`src/rtl/lqmove_pkg.sv`:
```
package lqmove_pkg;
  typedef enum logic [1:0] {
    ENC_LEGACY  = 2'd0,
    ENC_PFX_CMP = 2'd1,
    ENC_PFX_EXT = 2'd2,
    ENC_RSVD    = 2'd3
  } enc_e;

  localparam logic [7:0] OPC_LOAD  = 8'h12;
  localparam logic [7:0] OPC_STORE = 8'h13;
  localparam logic [3:0] SEL_NONE  = 4'hF;
  localparam logic [1:0] MOD_REG   = 2'b11;
  localparam int unsigned QW       = 64;

  typedef struct packed {
    logic ld;
    logic st;
    logic ud;
    logic rej;
  } dec_t;
endpackage

```
`src/rtl/lqmove_decode.sv`:
```
module lqmove_decode
  import lqmove_pkg::*;
(
  input  logic [1:0] enc_i,
  input  logic [7:0] opc_i,
  input  logic [1:0] mod_i,
  input  logic [3:0] vvvv_i,
  input  logic [1:0] len_i,
  input  logic       simd_pfx_i,
  output dec_t       dec_o
);
  enc_e enc;
  logic is_ld_op, is_st_op, form_ok, pfx_class;
  logic len_bad, sel_bad, mpfx_bad, ud;

  always_comb begin
    enc       = enc_e'(enc_i);
    is_ld_op  = (opc_i == OPC_LOAD);
    is_st_op  = (opc_i == OPC_STORE);
    pfx_class = (enc == ENC_PFX_CMP) || (enc == ENC_PFX_EXT);
    form_ok   = (pfx_class || enc == ENC_LEGACY) && (mod_i != MOD_REG) &&
                (is_ld_op || is_st_op);
    // length check: compact class uses one bit, extended class both
    len_bad   = ((enc == ENC_PFX_CMP) && len_i[0]) ||
                ((enc == ENC_PFX_EXT) && (len_i != 2'b00));
    sel_bad   = pfx_class && is_st_op && (vvvv_i != SEL_NONE);
    mpfx_bad  = (enc == ENC_LEGACY) && is_ld_op && simd_pfx_i;
    ud        = form_ok && (len_bad || sel_bad || mpfx_bad);
    dec_o.rej = !form_ok;
    dec_o.ud  = ud;
    dec_o.ld  = form_ok && !ud && is_ld_op;
    dec_o.st  = form_ok && !ud && is_st_op;
  end
endmodule

```
`src/rtl/lqmove_merge.sv`:
```
module lqmove_merge
  import lqmove_pkg::*;
#(
  parameter int unsigned MAXVL = 512
) (
  input  logic             legacy_i,
  input  logic [QW-1:0]    mem_i,
  input  logic [MAXVL-1:0] reg_op_i,
  input  logic [MAXVL-1:0] vsrc_i,
  output logic [MAXVL-1:0] wdata_o
);
  localparam int unsigned NLANE = MAXVL / QW;

  for (genvar l = 0; l < NLANE; l++) begin : g_lane
    if (l == 0) begin : g_low
      assign wdata_o[QW-1:0] = mem_i;
    end else if (l == 1) begin : g_mid
      assign wdata_o[2*QW-1:QW] = legacy_i ? reg_op_i[2*QW-1:QW] : vsrc_i[2*QW-1:QW];
    end else begin : g_up
      assign wdata_o[(l+1)*QW-1:l*QW] = legacy_i ? reg_op_i[(l+1)*QW-1:l*QW] : '0;
    end
  end
endmodule

```
`src/rtl/lqmove_outreg.sv`:
```
module lqmove_outreg
  import lqmove_pkg::*;
#(
  parameter int unsigned MAXVL = 512
) (
  input  logic             clk_i,
  input  logic             rst_ni,
  input  logic             valid_i,
  input  dec_t             dec_i,
  input  logic [MAXVL-1:0] rwdata_i,
  input  logic [QW-1:0]    mwdata_i,
  output logic             valid_o,
  output logic             reg_we_o,
  output logic             mem_we_o,
  output logic             ud_o,
  output logic             rej_o,
  output logic [MAXVL-1:0] rwdata_o,
  output logic [QW-1:0]    mwdata_o
);
  always_ff @(posedge clk_i or negedge rst_ni) begin
    if (!rst_ni) begin
      valid_o  <= 1'b0;
      reg_we_o <= 1'b0;
      mem_we_o <= 1'b0;
      ud_o     <= 1'b0;
      rej_o    <= 1'b0;
    end else begin
      valid_o  <= valid_i;
      reg_we_o <= valid_i && dec_i.ld;
      mem_we_o <= valid_i && dec_i.st;
      ud_o     <= valid_i && dec_i.ud;
      rej_o    <= valid_i && dec_i.rej;
    end
  end

  always_ff @(posedge clk_i) begin
    if (valid_i) begin
      rwdata_o <= rwdata_i;
      mwdata_o <= mwdata_i;
    end
  end
endmodule

```
`src/rtl/lqmove_unit.sv`:
```
module lqmove_unit
  import lqmove_pkg::*;
#(
  parameter int unsigned MAXVL = 512
) (
  input  logic             clk_i,
  input  logic             rst_ni,
  input  logic             in_valid_i,
  input  logic [1:0]       enc_i,
  input  logic [7:0]       opc_i,
  input  logic [1:0]       mod_i,
  input  logic [3:0]       vvvv_i,
  input  logic [1:0]       len_i,
  input  logic             simd_pfx_i,
  input  logic [MAXVL-1:0] reg_op_i,
  input  logic [MAXVL-1:0] vsrc_i,
  input  logic [63:0]      mem_rdata_i,
  output logic             out_valid_o,
  output logic             reg_we_o,
  output logic [MAXVL-1:0] reg_wdata_o,
  output logic             mem_we_o,
  output logic [63:0]      mem_wdata_o,
  output logic             ud_o,
  output logic             rej_o
);
  dec_t             dec;
  logic [MAXVL-1:0] merged;
  logic             legacy;

  assign legacy = (enc_i == ENC_LEGACY);

  lqmove_decode u_dec (
    .enc_i      (enc_i),
    .opc_i      (opc_i),
    .mod_i      (mod_i),
    .vvvv_i     (vvvv_i),
    .len_i      (len_i),
    .simd_pfx_i (simd_pfx_i),
    .dec_o      (dec)
  );

  lqmove_merge #(.MAXVL(MAXVL)) u_merge (
    .legacy_i (legacy),
    .mem_i    (mem_rdata_i),
    .reg_op_i (reg_op_i),
    .vsrc_i   (vsrc_i),
    .wdata_o  (merged)
  );

  lqmove_outreg #(.MAXVL(MAXVL)) u_oreg (
    .clk_i    (clk_i),
    .rst_ni   (rst_ni),
    .valid_i  (in_valid_i),
    .dec_i    (dec),
    .rwdata_i (merged),
    .mwdata_i (reg_op_i[QW-1:0]),
    .valid_o  (out_valid_o),
    .reg_we_o (reg_we_o),
    .mem_we_o (mem_we_o),
    .ud_o     (ud_o),
    .rej_o    (rej_o),
    .rwdata_o (reg_wdata_o),
    .mwdata_o (mem_wdata_o)
  );

  AST_REJ_FORM: assert property (@(posedge clk_i) disable iff (!rst_ni)
    in_valid_i && (mod_i == MOD_REG) |=> rej_o && !ud_o);
  AST_LEG_UPPER: assert property (@(posedge clk_i) disable iff (!rst_ni)
    in_valid_i && dec.ld && legacy |=>
      reg_wdata_o[MAXVL-1:QW] == $past(reg_op_i[MAXVL-1:QW]));
  AST_PFX_MID: assert property (@(posedge clk_i) disable iff (!rst_ni)
    in_valid_i && dec.ld && !legacy |=>
      reg_wdata_o[2*QW-1:QW] == $past(vsrc_i[2*QW-1:QW]));
  if (MAXVL > 2*QW) begin : g_zero_chk
    AST_PFX_ZERO: assert property (@(posedge clk_i) disable iff (!rst_ni)
      in_valid_i && dec.ld && !legacy |=> reg_wdata_o[MAXVL-1:2*QW] == '0);
  end
  AST_LOW_DATA: assert property (@(posedge clk_i) disable iff (!rst_ni)
    in_valid_i && dec.ld |=> reg_we_o && reg_wdata_o[QW-1:0] == $past(mem_rdata_i));
  AST_STORE_DATA: assert property (@(posedge clk_i) disable iff (!rst_ni)
    in_valid_i && dec.st |=> mem_we_o && !reg_we_o &&
      mem_wdata_o == $past(reg_op_i[QW-1:0]));
  AST_SEL_RSVD: assert property (@(posedge clk_i) disable iff (!rst_ni)
    in_valid_i && (enc_i == ENC_PFX_CMP || enc_i == ENC_PFX_EXT) &&
      opc_i == OPC_STORE && mod_i != MOD_REG && vvvv_i != SEL_NONE |=> ud_o);
  AST_LEN_EXT: assert property (@(posedge clk_i) disable iff (!rst_ni)
    in_valid_i && enc_i == ENC_PFX_EXT && (opc_i == OPC_LOAD || opc_i == OPC_STORE) &&
      mod_i != MOD_REG && len_i != 2'b00 |=> ud_o);
  AST_MPFX: assert property (@(posedge clk_i) disable iff (!rst_ni)
    in_valid_i && legacy && opc_i == OPC_LOAD && mod_i != MOD_REG && simd_pfx_i |=> ud_o);
  AST_FAULT_NO_WE: assert property (@(posedge clk_i) disable iff (!rst_ni)
    (ud_o || rej_o) |-> !reg_we_o && !mem_we_o);
  AST_LAT_ON: assert property (@(posedge clk_i) disable iff (!rst_ni)
    in_valid_i |=> out_valid_o);
  AST_LAT_OFF: assert property (@(posedge clk_i) disable iff (!rst_ni)
    !in_valid_i |=> !out_valid_o && !reg_we_o && !mem_we_o && !ud_o && !rej_o);
endmodule

```
`config.mk`:
```
export PLATFORM = sky130hd
export DESIGN_NAME = lqmove_unit
export DESIGN_NICKNAME = d
export VERILOG_FILES = /design/src/rtl/lqmove_pkg.sv /design/src/rtl/lqmove_decode.sv /design/src/rtl/lqmove_merge.sv /design/src/rtl/lqmove_outreg.sv /design/src/rtl/lqmove_unit.sv
export SDC_FILE = /design/constraint.sdc
export NUM_CORES = 1
export LEC_CHECK = 0
export ABC_AREA = 1
export BUFFER_PORTS_ARGS = -buffer_cell sky130_fd_sc_hd__buf_2
export CORE_AREA = 2 2 652 654
export CTS_BUF_LIST = sky130_fd_sc_hd__clkbuf_8
export DETAILED_ROUTE_END_ITERATION = 10
export DIE_AREA = 0 0 654 656
export SLEW_MARGIN = 20
export SYNTH_ARGS = -nofsm -noshare
export SYNTH_HDL_FRONTEND = slang
export SYNTH_SLANG_ARGS = --single-unit
```
`constraint.sdc`:
```
create_clock -name clk_i -period 0.8 [get_ports clk_i]
set_input_delay 0.16 -clock clk_i [delete_from_list [all_inputs] [get_ports clk_i]]
set_output_delay 0.16 -clock clk_i [all_outputs]
set_load 0.02 [all_outputs]
```
# --- Word-level counts from Yosys, hierarchy flattened ---
# Index checks and enable logic that the tools add are counted.
totals:
  ff_bits: 581
  in_bits: 1110
  out_inout_bits: 581
classes:
  mux: 1
  n_reduce_logical: 26
  n_eq_ne: 6
ops:
  columns: ["cell", "n"]
  rows:
  - ["64-bit two-way mux", 1]
  - ["8-bit by 5-bit equality test with 1-bit output (second input constant)", 2]
  - ["1-bit logical AND", 16]
  - ["1-bit logical OR", 6]
  - ["4-bit != test (second input constant)", 1]
  - ["2-bit by 1-bit equality test with 1-bit output (second input constant)", 1]
  - ["2-bit equality test (second input constant)", 1]
  - ["1-bit logical NOT", 2]
  - ["2-bit logical NOT", 1]
  - ["2-bit != test (second input constant)", 1]
  - ["2-bit nonzero test", 1]

# --- Longest topological paths before layout ---
# Gate-level depths: netlist (run 1).
logic_depth:
  word_depth: 11
  depth_mapped: 8
  ltp_nobuf: 7

# --- Modules after synthesis ---
# From an unflattened synthesis (run 1), not the netlist that was laid out.
unflattened:
  hier_cells: 1722
  hier_area_um2: 22365.2
by_module_without_submodules:
  columns: ["module", "cells_each", "area_per_inst_um2", "n_inst"]
  rows:
  - ["lqmove_outreg", 589, 17451.7, 1]
  - ["lqmove_merge", 1081, 4638.2, 1]
  - ["lqmove_decode", 51, 271.5, 1]
  - ["lqmove_unit", 1, 3.8, 1]

# --- Worst setup path before layout (run 1) ---
# Ideal clock, no wire load.
synth_path:
  path_kind: "in2reg"
  start: "input port enc_i[0]"
  end: "register u_oreg.rwdata_o[108], data pin"
  path_stages: 5
  t_arrival_ns: 1.020
  setup_ns: 0.260
  n_path_buf: 2
  path_slack_ns: -0.480
  path_cell_list: "inv_1 -> ha_1 -> buf_4 -> buf_2 -> mux2_2"
synth_via:
  elab_chain_len: 2
synth_rtl:
  columns: ["item", "line_no", "text"]
  rows:
  - ["from (decl)", "lqmove_unit.sv:9", "input logic [1:0] enc_i,"]
  - ["2-bit logical NOT", "lqmove_unit.sv:30", "assign legacy = (enc_i == ENC_LEGACY);"]
  - ["64-bit two-way mux", "lqmove_merge.sv:18", "assign wdata_o[2*QW-1:QW] = legacy_i ? reg_op_i[2*QW-1:QW] : vsrc_i[2*QW-1:QW];"]
  - ["net merged[108]", "lqmove_unit.sv:27", "logic [MAXVL-1:0] merged;"]
  - ["to (signal assigned)", "lqmove_outreg.sv:38", "rwdata_o <= rwdata_i;"]
  - ["to (decl)", "lqmove_outreg.sv:17", "output logic [MAXVL-1:0] rwdata_o,"]
# The timed path passes the listed nets, and every way through them passes these cells.
# A chain may end at the register's enable or synchronous reset.

# --- Final worst setup path (run 1) ---
layout_path:
  start: "register u_oreg.rwdata_o[410]"
  end: "output port reg_wdata_o[410]"
layout_lines:
  columns: ["item", "line_no", "text"]
  rows:
  - ["to (decl)", "lqmove_unit.sv:20", "output logic [MAXVL-1:0] reg_wdata_o,"]
# No word-level cell between the ends.

==> results by group, run 1 <==
STA
  • Final period utilization: 234.9%
  • Fmax: 532.1 MHz
  • Hold slack: -0.004534 ns
  • Max-slew violations: 0
  • Relative slew slack: 66.47%
  • Fin crit period: 1.879 ns
  • Setup ws final: -1.079 ns
  • Final hold vios: 1
  • Setup TNS: -529.31 ns
  • RSZ-0062 raised after global routing: yes
  • Worst-margin pin slew: 0.5013 ns
  • Endpoints failing setup: 739

Place
  • Final GP Congestion: 0.8428
  • Post-DP Area: 38900 µm²
  • Hpwl dp: 225100 µm
  • Port-buffer cells: 1242
  • Placement Setup Slack: -0.8132 ns

GRT
  • Number of global-route vias before repair: 23440
  • Initial antenna violation count: 296
  • Gr usage total: 11.48%
  • Largest net degree at the start of global routing: 50
  • Global-route wire length before repair: 301500 µm
  • Grt total ovfl: 0

Synth
  • Seq/Total Area, Yosys: 79.93%
  • Net count after synthesis: 2630
  • Synth cell types: 19
  • Warning count from the yosys run: 0
  • Register bit count reported by yosys: 581
  • Mean post-synth cell area: 14.38 µm²
  • Cells after synthesis: 1516
  • Synthesized area: 21800 µm²

Finish
  • Final Util: 12.81%
  • Nets@finish: 5068
  • Synth-to-layout area growth: 148.2%
  • Final instance area: 54090 µm²
  • Share of post-route cells with drive strength above 1: 39.77%

Routing
  • Drt pass-1 iters: 6
  • ANT nets after route: 0
  • DR DRC count: 0
  • Drt via density: 2.329
  • Via count: 22800
  • Routed WL per cell: 26.07 µm
  • WL final: 255300 µm
  • 1st-iter DRT viols: 1425

Floorplanning
  • Rows: 239
  • Core Area: 422200 µm²
  • Starting Density: 5.162%
  • Die height: 656 µm
  • Die ar.: 429000 µm²
  • Die W: 654 µm
  • I/O Pins: 1691

CTS
  • CTS sink cnt: 581
  • Clk root buf: clkbuf_8
  • Clock slew at the register clock pins of the worst setup and hold paths: 0.07 ns
  • CTS Hold Bufs: 1055
  • Clk buf depth: 4
  • TritonCTS clock tree: done
  • H-tree Lvls: 3
  • Total CTS buffers: 121

Power
  • Pwr dens: 1736 nW/µm²
  • Pleak: 23.20 nW
  • VDD IR max: 0.001408 V

Setup path
  • Cell breakdown of the critical path: buf_6
  • Critical path type: reg -> out
  • CP peak stage delay: 0.51 ns
  • Worst path top cell family by delay: flip-flops
  • Startpoint types: flip-flop
  • WP data arrival: 1.72 ns
  • Worst-path cell with the longest stage delay: edfxtp_1
  • CP Launch Point: u_oreg.rwdata_o[410]
  • CP required: 0.64 ns
  • CP bufs+invs: 1
  • Crit. End Element: output pin
  • CP max FO: 1

Worst hold path
  • Worst min path class: in -> reg
  • Hold Path Origin: reg_op_i[106]

Flow run
  • MaxCap Viol Count: 0

Outcome
  • Failing checks: negative hold slack, negative setup slack
  • Status: finished, violations left
## synth_stat cells, drive strengths merged
library cell,n,area (µm²)
nand3,3,15.01
ha,4,50.05
nand2,399,1498
nand3b,1,7.510
nor2,12,45.04
a21boi,1,7.510
nand4,2,12.51
edfxtp,576,17300
buf,50,515.5
a21oi,1,5.000
mux2,64,720.7
dfrtp,5,125.1
o22ai,1,6.260
nor2b,1,6.260
inv,396,1486
## layout by cell type (no fill, tap or decap), types with 2 or more instances in the layout
cell            Yosys  final
dfrtp_1             5      5
clkinv_4            0      4
nand4_1             2      2
diode_2             0     80
mux2_4              0     22
buf_12              0    232
clkinvlp_4          0      8
nand3_1             3      2
inv_2               9     10
nand2_1           399    384
dlygate4sd3_1       0    998
clkinv_2            0     16
ha_1                4      3
nor2_1             12      7
clkinv_1            0     26
buf_4               2     71
mux2_2             64     42
inv_12              0      3
nor2_2              0      4
clkbuf_8            0    124
edfxtp_1          576    576
nand2_2             0     14
inv_1             387    411
bufinv_16           0      9
dlymetal6s4s_1      0     19
buf_16              0      3
buf_6              40    354
buf_2               7    686
## timing repair
action                                   CTS  global route
cloned                                     0             1
pin swaps                                  0            14
endpoints found under the setup margin   581           705
gates resized for setup                  511           252
buffers inserted                           0             4
endpoints found under the hold margin   1162             9
## stage by stage
step                total power [mW]  hold WS, ns  std cells
floorplan                      41.66      -0.1356       1516
global placement               53.93     0.002446       8472
detailed placement             53.94     0.005455       8472
CTS                            95.75     -0.07915       9744
global route                   97.92     -0.04626       9762
finish                         93.88    -0.004534       9791
## path summary, 6_finish.rpt
path | to | slack [ns] | cells after the start
min in group asynchronous | u_oreg.ud_o | 0.25 | 3
setup / recovery | reg_wdata_o[410] | -1.08 | 1
max in group asynchronous | u_oreg.reg_we_o | 0.27 | 3
hold / removal | u_oreg.rwdata_o[106] | -0.005 | 3
## logic make-up after synthesis
group                    share of synthesized area [%]
multiplexers                                     3.306
AO/OA/AOI/OAI                                  0.08611
buffers and inverters                            9.184
flip-flops                                       79.93
adder cells (fa/ha/maj)                         0.2296
AND/OR/NAND/NOR                                  7.267
## metal layers
metal / track usage [%] / wire length, µm
met1: 10.43 / 80240
met2: 20.53 / 126600
met3: 6.918 / 34670
met4: 4.612 / 13500
met5: 0 / 312
## flip-flops by register name (all words and copies together) (netlist names)
| name | flops |
|---|---|
| u_oreg.valid_o | 1 |
| u_oreg.ud_o | 1 |
| u_oreg.mem_we_o | 1 |
| u_oreg.rwdata_o | 512 |
| u_oreg.rej_o | 1 |
| u_oreg.mwdata_o | 64 |
| u_oreg.reg_we_o | 1 |
## final cells by class
type / instances / area (µm²)
Fill cell: 47790 / 368100
Timing Repair Buffer: 2365 / 22940
Sequential cell: 581 / 17420
Tap cell: 5663 / 7086
Multi-Input combinational cell: 489 / 2540
Clock buffer: 124 / 1707
Inverter: 396 / 1506
Clock inverter: 93 / 685.7
Antenna cell: 80 / 200.2
## power by group
part           internal (mW)  switching [mW]
clock                   17.4            16.4
sequential              36.1            1.56
combinational           10.8            11.6
(Power assumes the default switching activity.)
==> inputs of run 2 (changes only) <==
- SETUP_SLACK_MARGIN: default -> 0.15
==> results by group, run 2 (synthesized netlist as in run 1, its figures left out) <==
Outcome
  • Status: finished, violations left
  • Failing checks: negative hold slack, negative setup slack

STA
  • Worst-margin pin slew: 0.5162 ns (+0.01492 ns)
  • Fin crit period: 1.888 ns (+0.008840 ns)
  • RSZ-0062 raised after global routing: yes
  • Relative slew slack: 65.47% (-1.0 points)
  • Setup TNS: -526.01 ns (+3.299 ns)
  • Max-slew violations: 0 (unchanged)
  • Final hold vios: 460 (+459)
  • Final period utilization: 236.0% (+1.1 points)
  • Endpoints failing setup: 581 (-21%)
  • Fmax: 529.6 MHz (-0.47%)
  • Hold slack: -0.3138 ns (-0.3092 ns)
  • Setup ws final: -1.088 ns (-0.008840 ns)

Power
  • Sw Share: 31.58% (+0.082 points)
  • Sequential share of power: 40.3% (+0.2 points)
  • VDD IR max: 0.001397 V (-0.78%)
  • Pleak: 23.09 nW (-0.48%)
  • Pwr dens: 1766 nW/µm² (+1.8%)
  • Combinational Power Share: 23.5% (-0.4 points)
  • Int Power: 63.93 mW (-0.60%)
  • Psw: 29.51 mW (-0.22%)
  • Clk pwr share: 36.2% (+0.3 points)
  • Tot Pwr: 93.44 mW (-0.48%)

Routing
  • ANT nets after route: 0 (unchanged)
  • 1st-iter DRT viols: 1283 (-10%)
  • DR DRC count: 0 (unchanged)
  • Routed WL per cell: 26.23 µm (+0.59%)
  • Drt via density: 2.302 (-1.1%)
  • Via count: 22250 (-2.4%)
  • Drt pass-1 iters: 5 (-1)
  • WL final: 253500 µm (-0.70%)

Setup path
  • Worst-path cell with the longest stage delay: edfxtp_1
  • Cell breakdown of the critical path: buf_6
  • Startpoint types: flip-flop
  • CP bufs+invs: 1 (unchanged)
  • Critical path type: reg -> out
  • WP data arrival: 1.73 ns (about the same)
  • CP required: 0.64 ns (about the same)
  • Crit. End Element: output pin
  • Worst path top cell family by delay: flip-flops
  • CP max FO: 1 (unchanged)
  • CP peak stage delay: 0.52 ns (about the same)

Place
  • Hpwl dp: 225100 µm (unchanged)
  • Port-buffer cells: 1242 (unchanged)
  • Final GP Congestion: 0.8428 (unchanged)

GRT
  • Grt total ovfl: 0 (unchanged)
  • Initial antenna violation count: 290 (-2.0%)
  • Gr usage total: 11.44% (-0.042 points)
  • Number of global-route vias before repair: 23020 (-1.8%)
  • Global-route wire length before repair: 299800 µm (-0.57%)
  • Largest net degree at the start of global routing: 50 (unchanged)

CTS
  • H-tree Lvls: 3 (unchanged)
  • CTS Hold Bufs: 950 (-10%)
  • TritonCTS clock tree: done
  • CTS sink cnt: 581 (unchanged)
  • Clock slew at the register clock pins of the worst setup and hold paths: 0.07 ns (about the same)
  • Total CTS buffers: 121 (unchanged)
  • Clk buf depth: 4 (unchanged)
  • Clk root buf: clkbuf_8

Finish
  • Regs by FF count: u_oreg.rwdata_o x512, u_oreg.mwdata_o x64
  • Share of post-route cells with drive strength above 1: 40.97% (+1.2 points)
  • Most flops, register: u_oreg.rwdata_o
  • Synth-to-layout area growth: 142.7%
  • Max FFs per register: 512 (unchanged)
  • Nets@finish: 4940 (-2.5%)
  • Fillers: 47870 (+0.17%)
  • Most common cell after layout, fill and taps aside: dlygate4sd3_1
  • Most frequent cells in the layout: 821 x dlygate4sd3_1, 682 x buf_2, 576 x edfxtp_1

Floorplanning
  • Starting Density: 5.162% (unchanged)
  • Core Area: 422200 µm² (unchanged)
  • Die height: 656 µm (unchanged)
  • I/O Pins: 1691 (unchanged)
  • Die ar.: 429000 µm² (unchanged)
  • Rows: 239 (unchanged)
  • Die W: 654 µm (unchanged)

Flow run
  • MaxCap Viol Count: 0 (unchanged)

Worst hold path
  • Worst min path class: in -> reg
==> run 2: power groups by stage <==
stage / combinational (mW) / clock, mW / sequential, mW
2_1_floorplan: 1.39 / 0 / 40.3
3_3_place_gp: 16.1 / 0 / 37.9
3_5_place_dp: 16.1 / 0 / 37.9
4_1_cts: 22.4 / 35.4 / 37.6
5_1_grt: 23.4 / 36.1 / 37.9
6_report: 22.0 / 33.8 / 37.7
==> run 2: area by class of cell <==
class	instances	area (µm²)	share of cell area, %
timing repair buffer	2237	21780	41.18
multi-input combinational	489	2506	4.738
sequential	581	17420	32.93
clock buffer	124	1707	3.226
antenna	82	205.2	0.3879
inverter	396	1506	2.848
clock inverter	93	685.7	1.296
tap	5663	7086	13.39
==> run 2: worst paths after layout <==
kind	startpoint	to	slack, ns	cells past startpoint
setup / recovery	u_oreg.rwdata_o[410]	reg_wdata_o[410]	-1.09	1
hold / removal	in_valid_i	u_oreg.rwdata_o[449]	-0.31	2
max in group asynchronous	rst_ni	u_oreg.reg_we_o	0.27	3
min in group asynchronous	rst_ni	u_oreg.ud_o	0.27	3
==> run 2: repair_timing <==
action / in CTS / in global routing
endpoints found under the setup margin: 581 / 842
pin swaps: 0 / 20
setup buffers: 0 / 1
hold endpoints to repair: 1162 / 614
resized for setup: 511 / 297
==> run 2: per-stage QoR <==
stage | setup slack (ns) | utilization (%) | instances | cell area (µm²)
after global routing | -1.163 | 12.51 | 9633 | 52820
after detailed placement | -0.8132 | 9.213 | 8472 | 38900
after floorplan | -0.3953 | - | 1516 | 21960
final | -1.088 | 12.53 | 9665 | 52900
after CTS | -1.241 | 12.41 | 9639 | 52400
after global placement | -0.7864 | 9.213 | 8472 | 38900
==> run 2: metal layers <==
layer / routed length (µm) / up-vias / part of all wire (%) / global-route usage, %
met4: 13650 / 42 / 5.4 / 4.652
li1: - / 9572 / - / -
met1: 79840 / 10560 / 31 / 10.44
met5: 278 / - / 0.11 / 0
met3: 34200 / 652 / 13 / 6.856
met2: 125500 / 1427 / 50 / 20.40
==> inputs of run 3 (changes only) <==
- BUFFER_PORTS_ARGS: -buffer_cell sky130_fd_sc_hd__buf_2 -> default
- CORE_AREA: 2 2 652 654 -> 2 2 666 668
- DIE_AREA: 0 0 654 656 -> 0 0 668 670
- DONT_BUFFER_PORTS: default -> 1
- GPL_ROUTABILITY_DRIVEN: default -> 0
==> results by group, run 3 (synthesized netlist as in run 1, its figures left out) <==
Outcome
  • Status: finished, violations left
  • Failing checks: negative hold slack, negative setup slack

Floorplanning
  • Die ar.: 447600 µm² (+4.3%)
  • Starting Density: 4.951% (-0.21 points)
  • Die height: 670 µm (+2.1%)
  • Die W: 668 µm (+2.1%)
  • Rows: 244 (+2.1%)
  • I/O Pins: 1691 (unchanged)
  • Core Area: 440200 µm² (+4.3%)

STA
  • Fin crit period: 1.853 ns (-0.03481 ns)
  • Final hold vios: 316 (-31%)
  • RSZ-0062 raised after global routing: yes
  • Final period utilization: 231.7% (-4.4 points)
  • Relative slew slack: 55.38% (-10 points)
  • Hold slack: -0.7318 ns (-0.4181 ns)
  • Worst-margin pin slew: 0.6670 ns (+0.1509 ns)
  • Max-slew violations: 0 (unchanged)
  • Setup TNS: -538.51 ns (-12.50 ns)
  • Fmax: 539.5 MHz (+1.9%)
  • Setup ws final: -1.053 ns (+0.03481 ns)
  • Endpoints failing setup: 593 (+2.1%)

GRT
  • Gr usage total: 11.04% (-0.40 points)
  • Number of global-route vias before repair: 20600 (-10%)
  • Grt total ovfl: 0 (unchanged)
  • Global-route wire length before repair: 296100 µm (-1.2%)
  • Initial antenna violation count: 193 (-33%)
  • Largest net degree at the start of global routing: 109 (+120%)

Setup path
  • Crit. End Element: output pin
  • CP peak stage delay: 0.47 ns (-0.05 ns)
  • CP max FO: 1 (unchanged)
  • Worst path top cell family by delay: flip-flops
  • CP required: 0.64 ns (about the same)
  • CP bufs+invs: 1 (unchanged)
  • Cell breakdown of the critical path: buf_12
  • Startpoint types: flip-flop
  • Worst-path cell with the longest stage delay: edfxtp_1
  • WP data arrival: 1.69 ns (-0.04 ns)
  • Critical path type: reg -> out

Finish
  • Max FFs per register: 512 (unchanged)
  • Non-filler cells, final: 9163 (-5.2%)
  • Most flops, register: u_oreg.rwdata_o
  • Synth-to-layout area growth: 130.6%
  • Share of post-route cells with drive strength above 1: 23.53% (-17 points)
  • Final instance area: 50260 µm² (-5.0%)
  • Most common cell after layout, fill and taps aside: dlygate4sd3_1
  • Most frequent cells in the layout: 1017 x dlygate4sd3_1, 576 x edfxtp_1, 398 x inv_1
  • Nets@finish: 4170 (-16%)
  • Regs by FF count: u_oreg.rwdata_o x512, u_oreg.mwdata_o x64

CTS
  • Clk buf depth: 4 (unchanged)
  • H-tree Lvls: 3 (unchanged)
  • Clk root buf: clkbuf_8
  • Total CTS buffers: 124 (+2.5%)
  • Clock slew at the register clock pins of the worst setup and hold paths: 0.06 ns (about the same)
  • TritonCTS clock tree: done
  • CTS sink cnt: 581 (unchanged)

Routing
  • 1st-iter DRT viols: 1487 (+16%)
  • WL final: 257500 µm (+1.6%)
  • Via count: 19710 (-11%)
  • ANT nets after route: 0 (unchanged)
  • Drt via density: 2.151 (-6.6%)
  • Drt pass-1 iters: 5 (unchanged)
  • Routed WL per cell: 28.11 µm (+7.2%)
  • DR DRC count: 0 (unchanged)

Flow run
  • MaxCap Viol Count: 0 (unchanged)

Place
  • Port-buffer cells: 0 (-100%)
  • Hpwl dp: 219600 µm (-2.5%)
  • Placed cell count: 7747 (-8.6%)
  • Post-DP Area: 36030 µm² (-7.4%)

Power
  • VDD IR max: 0.001346 V (-3.7%)
  • Pwr dens: 1899 nW/µm² (+7.5%)
  • Pleak: 19.64 nW (-15%)

Worst hold path
  • Worst min path class: in -> reg
## run 3: per-stage QoR
stage / power, mW / setup slack, ns / util [%]
after floorplan: 41.66 / -0.3953 / -
after global placement: 53.17 / -2.010 / 8.184
after detailed placement: 53.20 / -2.095 / 8.184
after CTS: 97.61 / -1.297 / 11.47
after global routing: 99.52 / -1.224 / 11.40
final: 95.45 / -1.053 / 11.42
## run 3: what timing repair did
| item | in CTS | in global routing |
|---|---|---|
| setup buffers | 0 | 41 |
| endpoints found under the setup margin | 888 | 834 |
| pin swaps | 0 | 2 |
| hold endpoints to repair | 979 | 387 |
| hold buffers | 1163 | 34 |
| gates resized for setup | 6 | 68 |
| cloned | 6 | 12 |
## run 3: layer usage
metal  part of all wire, %  GRT usage [%]  wire, µm  vias up
met3                    16          7.945     40480      543
met5                 0.056              0       144        -
met1                    32          10.04     81360     9650
met2                    48          18.95    124800     1429
met4                   4.2          4.046     10740       22
li1                      -              -         -     8068
## run 3: power breakdown
part / total (mW) / internal (mW) / switching (mW)
combinational: 19.2 / 9.11 / 10.1
clock: 37.0 / 19.8 / 17.1
sequential: 39.2 / 36.2 / 3.04
## run 3: area by class of cell
class	count	area (µm²)
fill	50010	390000
timing repair buffer	1464	18490
sequential	581	17430
tap	5904	7387
multi-input combinational	489	2554
clock buffer	124	1707
inverter	396	1506
clock inverter	100	920.9
antenna	105	262.8
## run 3: final timing paths
path	slack [ns]	depth (start not counted)	start	end
min	-0.73	0	in_valid_i	u_oreg.rwdata_o[50]
max	-1.05	1	u_oreg.rwdata_o[271]	reg_wdata_o[271]
max in group asynchronous	0.42	2	rst_ni	u_oreg.reg_we_o
min in group asynchronous	0.08	2	rst_ni	u_oreg.valid_o
